--- config.mk ---
export PLATFORM = sky130hd
export DESIGN_NAME = ixw_window
export DESIGN_NICKNAME = d
export VERILOG_FILES = /design/src/rtl/ixw_pkg.sv /design/src/rtl/ixw_datapath.sv /design/src/rtl/ixw_control.sv /design/src/rtl/ixw_window.sv
export SDC_FILE = /design/constraint.sdc
export NUM_CORES = 1
export LEC_CHECK = 0
export BUFFER_PORTS_ARGS = -buffer_cell sky130_fd_sc_hd__buf_2
export CAP_MARGIN = 20
export CORE_MARGIN = 4
export CORE_UTILIZATION = 40
export CTS_CLUSTER_DIAMETER = 120
export CTS_CLUSTER_SIZE = 30
export DETAILED_ROUTE_END_ITERATION = 6
export GPL_TIMING_DRIVEN = 0
export HOLD_SLACK_MARGIN = 0.08
export PLACE_DENSITY = 0.73
export SLEW_MARGIN = 20
export SYNTH_ARGS = -nofsm -noshare
export SYNTH_HDL_FRONTEND = slang
export SYNTH_SLANG_ARGS = --single-unit
export TNS_END_PERCENT = 30
--- constraint.sdc ---
create_clock -name clk -period 1.8 [get_ports clk]
set_input_delay 0.09 -clock clk [delete_from_list [all_inputs] [get_ports clk]]
set_output_delay 0.09 -clock clk [all_outputs]
set_load 0.05 [all_outputs]
--- src/rtl/ixw_pkg.sv ---
package ixw_pkg;

  localparam int unsigned IDX_PTR    = 0;
  localparam int unsigned IDX_WINDOW = 1;
  localparam int unsigned IDX_STATUS = 2;
  localparam int unsigned IDX_CTLA   = 3;
  localparam int unsigned IDX_CTLB   = 4;

  localparam int unsigned ST_BE_ERR  = 0;
  localparam int unsigned ST_BAD_WR  = 1;
  localparam int unsigned ST_WIDTH   = 2;

  typedef enum logic [1:0] {
    S_IDLE  = 2'd0,
    S_ISSUE = 2'd1,
    S_WAIT  = 2'd2,
    S_ACK   = 2'd3
  } winState_t;

  typedef struct packed {
    logic accept;
    logic rspLoad;
    logic rspErr;
  } winStrobes_t;

endpackage

--- src/rtl/ixw_datapath.sv ---
module ixw_datapath
  import ixw_pkg::*;
#(
  parameter int unsigned DW = 64,
  parameter int unsigned AW = 12,
  parameter int unsigned IW = 4
) (
  input  logic          clk,
  input  logic          rstN,
  input  winStrobes_t   strobes,
  input  logic          mgmtWrite,
  input  logic [IW-1:0] mgmtIndex,
  input  logic [DW-1:0] mgmtWdata,
  input  logic [DW-1:0] beRspData,
  output logic          hitWindow,
  output logic [AW-1:0] ptrReg,
  output logic [DW-1:0] wdataReg,
  output logic [DW-1:0] rdataReg,
  output logic [ST_WIDTH-1:0] statusReg
);

  logic [DW-1:0] localRead;
  logic          isPtr, isStatus, isCtl, isKnown;

  assign hitWindow = (mgmtIndex == IW'(IDX_WINDOW));
  assign isPtr     = (mgmtIndex == IW'(IDX_PTR));
  assign isStatus  = (mgmtIndex == IW'(IDX_STATUS));
  assign isCtl     = (mgmtIndex == IW'(IDX_CTLA)) || (mgmtIndex == IW'(IDX_CTLB));
  assign isKnown   = isPtr || hitWindow || isStatus || isCtl;

  always_comb begin
    localRead = '0;
    if (isPtr)         localRead[AW-1:0]       = ptrReg;
    else if (isStatus) localRead[ST_WIDTH-1:0] = statusReg;
  end

  always_ff @(posedge clk) begin
    if (!rstN) begin
      ptrReg    <= '0;
      wdataReg  <= '0;
      rdataReg  <= '0;
      statusReg <= '0;
    end else begin
      if (strobes.accept) begin
        if (mgmtWrite) begin
          if (isPtr)     ptrReg    <= mgmtWdata[AW-1:0];
          if (hitWindow) wdataReg  <= mgmtWdata;
          if (isStatus)  statusReg <= statusReg & ~mgmtWdata[ST_WIDTH-1:0];
          if (!isKnown)  statusReg[ST_BAD_WR] <= 1'b1;
        end else if (!hitWindow) begin
          rdataReg <= localRead;
        end
      end
      if (strobes.rspLoad) rdataReg <= beRspData;
      if (strobes.rspErr)  statusReg[ST_BE_ERR] <= 1'b1;
    end
  end

endmodule

--- src/rtl/ixw_control.sv ---
module ixw_control
  import ixw_pkg::*;
(
  input  logic        clk,
  input  logic        rstN,
  input  logic        mgmtReq,
  input  logic        mgmtWrite,
  input  logic        hitWindow,
  input  logic        beReqReady,
  input  logic        beRspValid,
  input  logic        beRspErr,
  output winStrobes_t strobes,
  output logic        mgmtAck,
  output logic        beReqValid,
  output logic        beWrite
);

  winState_t state, stateNext;
  logic      opWrite;

  assign strobes.accept  = (state == S_IDLE) && mgmtReq;
  assign strobes.rspLoad = (state == S_WAIT) && beRspValid && !opWrite;
  assign strobes.rspErr  = (state == S_WAIT) && beRspValid && beRspErr;

  assign mgmtAck    = (state == S_ACK);
  assign beReqValid = (state == S_ISSUE);
  assign beWrite    = opWrite;

  always_comb begin
    stateNext = state;
    unique case (state)
      S_IDLE:  if (mgmtReq) stateNext = hitWindow ? S_ISSUE : S_ACK;
      S_ISSUE: if (beReqReady) stateNext = S_WAIT;
      S_WAIT:  if (beRspValid) stateNext = S_ACK;
      S_ACK:   stateNext = S_IDLE;
      default: stateNext = S_IDLE;
    endcase
  end

  always_ff @(posedge clk) begin
    if (!rstN) begin
      state   <= S_IDLE;
      opWrite <= 1'b0;
    end else begin
      state <= stateNext;
      if (strobes.accept) opWrite <= mgmtWrite;
    end
  end

endmodule

--- src/rtl/ixw_window.sv ---
module ixw_window
  import ixw_pkg::*;
#(
  parameter int unsigned DW = 64,
  parameter int unsigned AW = 12,
  parameter int unsigned IW = 4
) (
  input  logic          clk,
  input  logic          rstN,
  input  logic          mgmtReq,
  input  logic          mgmtWrite,
  input  logic [IW-1:0] mgmtIndex,
  input  logic [DW-1:0] mgmtWdata,
  output logic          mgmtAck,
  output logic [DW-1:0] mgmtRdata,
  output logic          beReqValid,
  input  logic          beReqReady,
  output logic          beWrite,
  output logic [AW-1:0] beAddr,
  output logic [DW-1:0] beWdata,
  input  logic          beRspValid,
  input  logic [DW-1:0] beRspData,
  input  logic          beRspErr
);

  winStrobes_t         strobes;
  logic                hitWindow;
  logic [ST_WIDTH-1:0] statusBits;

  ixw_control u_ctl (
    .clk        (clk),
    .rstN       (rstN),
    .mgmtReq    (mgmtReq),
    .mgmtWrite  (mgmtWrite),
    .hitWindow  (hitWindow),
    .beReqReady (beReqReady),
    .beRspValid (beRspValid),
    .beRspErr   (beRspErr),
    .strobes    (strobes),
    .mgmtAck    (mgmtAck),
    .beReqValid (beReqValid),
    .beWrite    (beWrite)
  );

  ixw_datapath #(.DW(DW), .AW(AW), .IW(IW)) u_dp (
    .clk       (clk),
    .rstN      (rstN),
    .strobes   (strobes),
    .mgmtWrite (mgmtWrite),
    .mgmtIndex (mgmtIndex),
    .mgmtWdata (mgmtWdata),
    .beRspData (beRspData),
    .hitWindow (hitWindow),
    .ptrReg    (beAddr),
    .wdataReg  (beWdata),
    .rdataReg  (mgmtRdata),
    .statusReg (statusBits)
  );

endmodule

==> flow_summary.yaml <==
run_status:
  outcome: "completed"
global_route:
  grt_max_degree: 17
  overflow: 0
  globalRouteTotalUtil_pct: 28.4
  grt_pass1_wl_um: 37000
  antenna_found_initial: 0
  first_global_vias: 7259
synthesis:
  synthArstFlopShare_pct: 0
  syn_avg_cell_area_um2: 8.61
  synth_ff_type: "dfxtp_1"
  yosys.area.top_type: "dfxtp_1"
  synth_edf_count: 0
  synth_mux_area_share_pct: 2.42
  yosysSeqAreaShare_pct: 50.1
  synth_top_family_by_area: "compound AO/OA/AOI/OAI gates"
  synth_compound_area_share_pct: 25.8
  synthAdderAreaFrac_pct: 1.08
  synth.most_common_cell: "dfxtp_1"
  ys_top_cells_by_count: "145 x dfxtp_1, 118 x a21oi_1, 79 x nand2_1"
  synth_area_um2: 5800
  yosys.area_share.simple_pct: 14.9
  synth_fp_nets: 817
  ys_types: 36
  synth_seq_cells: 145
  synthXorXnorAreaFrac_pct: 0
  yosys-top-cells-area: "dfxtp_1 50%, a21oi_1 10%, o211ai_1 6.7%, nand3_1 5.7%, o21ai_1 5.5%"
  syn_inst: 673
  ys_warn_count: 0
  synth_top_area_share_pct: 50.1
clock_network:
  clockRootBuffer: "clkbuf_16"
  clkTransAtPathRegs_ns: 0.06
  clkLatencyLatePin_ns: 0.42
  tritoncts: "built"
  cts_max_level: 4
  cts_buffers: 17
  clock-sinks: 145
  cts_max_path_buffers: 2
sta:
  post-route-min-period_ns: 1.77
  hold_violations: 0
  clock_skew_ns: 0.00857
  slew_headroom_pct: 51.5
  setup_viol: 0
  fin_crit_sh_pct: 98.3
  max_freq_mhz: 565
  rsz0062_at_grt: "yes"
  hold_ws_ns: 0.146
  maxSlewViolCount: 0
  worst_slew_pin_slew_ns: 0.727
placed_design:
  dp_hpwl_um: 15300
  place_congestion: 0.838
  placed_cells: 1133
  numPortBuffers: 280
power:
  p_per_area_nw_per_um2: 1010
  power_mw: 9.76
  vdd_drop_max_v: 0.000674
  p_leak_nw: 4.21
layout:
  nets: 1264
  fillCellCount: 1057
  fin_util_pct: 68.7
  synthToLayoutAreaGrowth_pct: 66.6
  final_layout_size_suffix_gt1_share_pct: 33.6
  fin_cells: 1315
detailed_routing:
  first_pass_iters: 6
  via_count: 7197
  drtIter0Drc: 474
  drc_errors: 0
  viasPerCell: 5.47
  wl_um: 24400
  drtAntennaViolNets: 0
  avgRoutedWirePerCell_um: 18.6
setup_path:
  cp_top_family: "buffers and inverters"
  ff2ff_path_depth: 7
  r2r_slack_ns: 0.03
  crit_fanout: 10
  crit_buf_inv: 3
  cp_data_arrival_time_ns: 2.10
  startpoint_type: "flip-flop"
  cp.depth: 7
  cp-end-kind: "flip-flop"
  path_cells: "inv_4 > ha_4 > and3_1 > buf_4 > clkbuf_4 > nand3_1 > a21oi_1"
  path_class: "flip-flop to flip-flop"
  r2r-start: "u_ctl.state[0]$_SDFFE_PN0P_"
  rr_endpoint: "u_dp.wdataReg[35]$_SDFFE_PN0P_"
  max_stage_delay_ns: 0.36
  cp_slowest_cell: "dfxtp_4"
  cp.required_ns: 2.13
run:
  cap_violations: 0
worst_hold_path:
  hold_path_depth: 4
  min_to: "u_dp.statusReg[1]$_SDFFE_PN0P_"
  hold_class: "input port to flip-flop"
  min_from: "mgmtIndex[1]"
floorplanning:
  fp.dieArea_um2: 16500
  dieWidth_um: 128
  core_area_um2: 14000
  rows: 43
  io_pins: 282
  initial_core_util_pct: 41.3
  die_h_um: 128
-- flip-flops by register name (all words and copies together) (netlist names) --
register        flops
u_dp.wdataReg      64
u_dp.statusReg      2
u_ctl.beWrite       1
u_dp.ptrReg        12
u_dp.rdataReg      64
u_ctl.state         2
-- metrics by stage --
| step | setup TNS (ns) | setup slack, ns | area [um^2] |
|---|---|---|---|
| floorplan | 0 | 0.0396 | 5800 |
| global placement | -41.12 | -0.443 | 7420 |
| detailed placement | -43.50 | -0.468 | 7420 |
| CTS | 0 | 0.0110 | 9490 |
| global route | -0.227 | -0.0411 | 9650 |
| finish | 0 | 0.0301 | 9650 |
-- final cells by class --
class / instances / area [um^2] / share of cell area (%)
Clock buffer: 23 / 478 / 4.95
Sequential cell: 145 / 2910 / 30.1
Tap cell: 180 / 225 / 2.33
Buffer: 72 / 428 / 4.43
Inverter: 3 / 13.8 / 0.143
Multi-Input combinational cell: 453 / 2590 / 26.9
Clock inverter: 9 / 106 / 1.10
Antenna cell: 2 / 5.00 / 0.0518
Timing Repair Buffer: 428 / 2900 / 30.0
-- metal layers --
metal	global-route usage, %	share of wire [%]	vias up
li1	-	-	3333
met1	32.6	38	3402
met2	48.8	49	371
met3	6.43	7.4	91
met4	15.9	4.7	0
met5	0	0	-
-- how the worst max path moves through the flow --
stage                                                 to  slack (ns)                         from
after floorplan           u_dp.rdataReg[10]$_SDFFE_PN0P_        0.04  u_ctl.state[0]$_SDFFE_PN0P_
after global placement    u_dp.wdataReg[61]$_SDFFE_PN0P_       -0.44  u_ctl.state[0]$_SDFFE_PN0P_
after detailed placement  u_dp.wdataReg[23]$_SDFFE_PN0P_       -0.47  u_ctl.state[0]$_SDFFE_PN0P_
after CTS                 u_dp.rdataReg[37]$_SDFFE_PN0P_        0.01  u_ctl.state[0]$_SDFFE_PN0P_
after global routing      u_dp.wdataReg[23]$_SDFFE_PN0P_       -0.04                 mgmtIndex[2]
final                     u_dp.wdataReg[35]$_SDFFE_PN0P_        0.03  u_ctl.state[0]$_SDFFE_PN0P_
-- worst reg2reg max path, delay by kind of cell, from the launching register on --
family / cells / cell delay (ns)
buf+inv: 3 / 0.56
simple gates: 2 / 0.40
flops: 1 / 0.36
compound gates: 1 / 0.20
fa+ha+maj: 1 / 0.16
-- report_power, final --
part	internal [mW]	switching (mW)	leakage, nW	total, mW
Clock	2.14	1.34	0.279	3.49
Combinational	0.973	1.76	2.75	2.73
Sequential	3.41	0.127	1.17	3.54
Total	6.53	3.23	4.21	9.76
-- what timing repair did --
| action | 4_1_cts | 5_1_grt |
|---|---|---|
| cloned | 0 | 1 |
| buffers inserted | 5 | 6 |
| pin swaps | 3 | 1 |
| resized for setup | 31 | 42 |
| hold buffers | 136 | 0 |
| endpoints found under the hold margin | 143 | 0 |
| endpoints found under the setup margin | 112 | 99 |
-- cells in the final DEF (no fill, tap or decap), types with 3 or more instances in the layout --
cell and n:
buf_2 298, dfxtp_1 143, dlygate4sd3_1 136, a21oi_1 118
nand2_1 79, nand3_1 66, o21ai_1 64, o211ai_1 52
clkbuf_1 27, clkbuf_16 18, buf_4 14, mux2i_1 14
and3_1 12, a221o_1 12, clkbuf_2 9, buf_6 8
clkbuf_4 6, nor2_1 4, nor4_1 3, nand2b_1 3
ha_1 3, clkinvlp_4 3, clkinv_2 3, clkbuf_8 3
-- cells by family (layout without fill, tap and decap cells) --
family | Yosys count | after routing
and+or+nand+nor | 178 | 178
other | 0 | 2
AOI/OAI and AO/OA | 256 | 256
muxes | 14 | 14
adders and majority gates | 5 | 5
DFF | 145 | 145
buffers and inverters | 75 | 535
(Power assumes the default switching activity.)
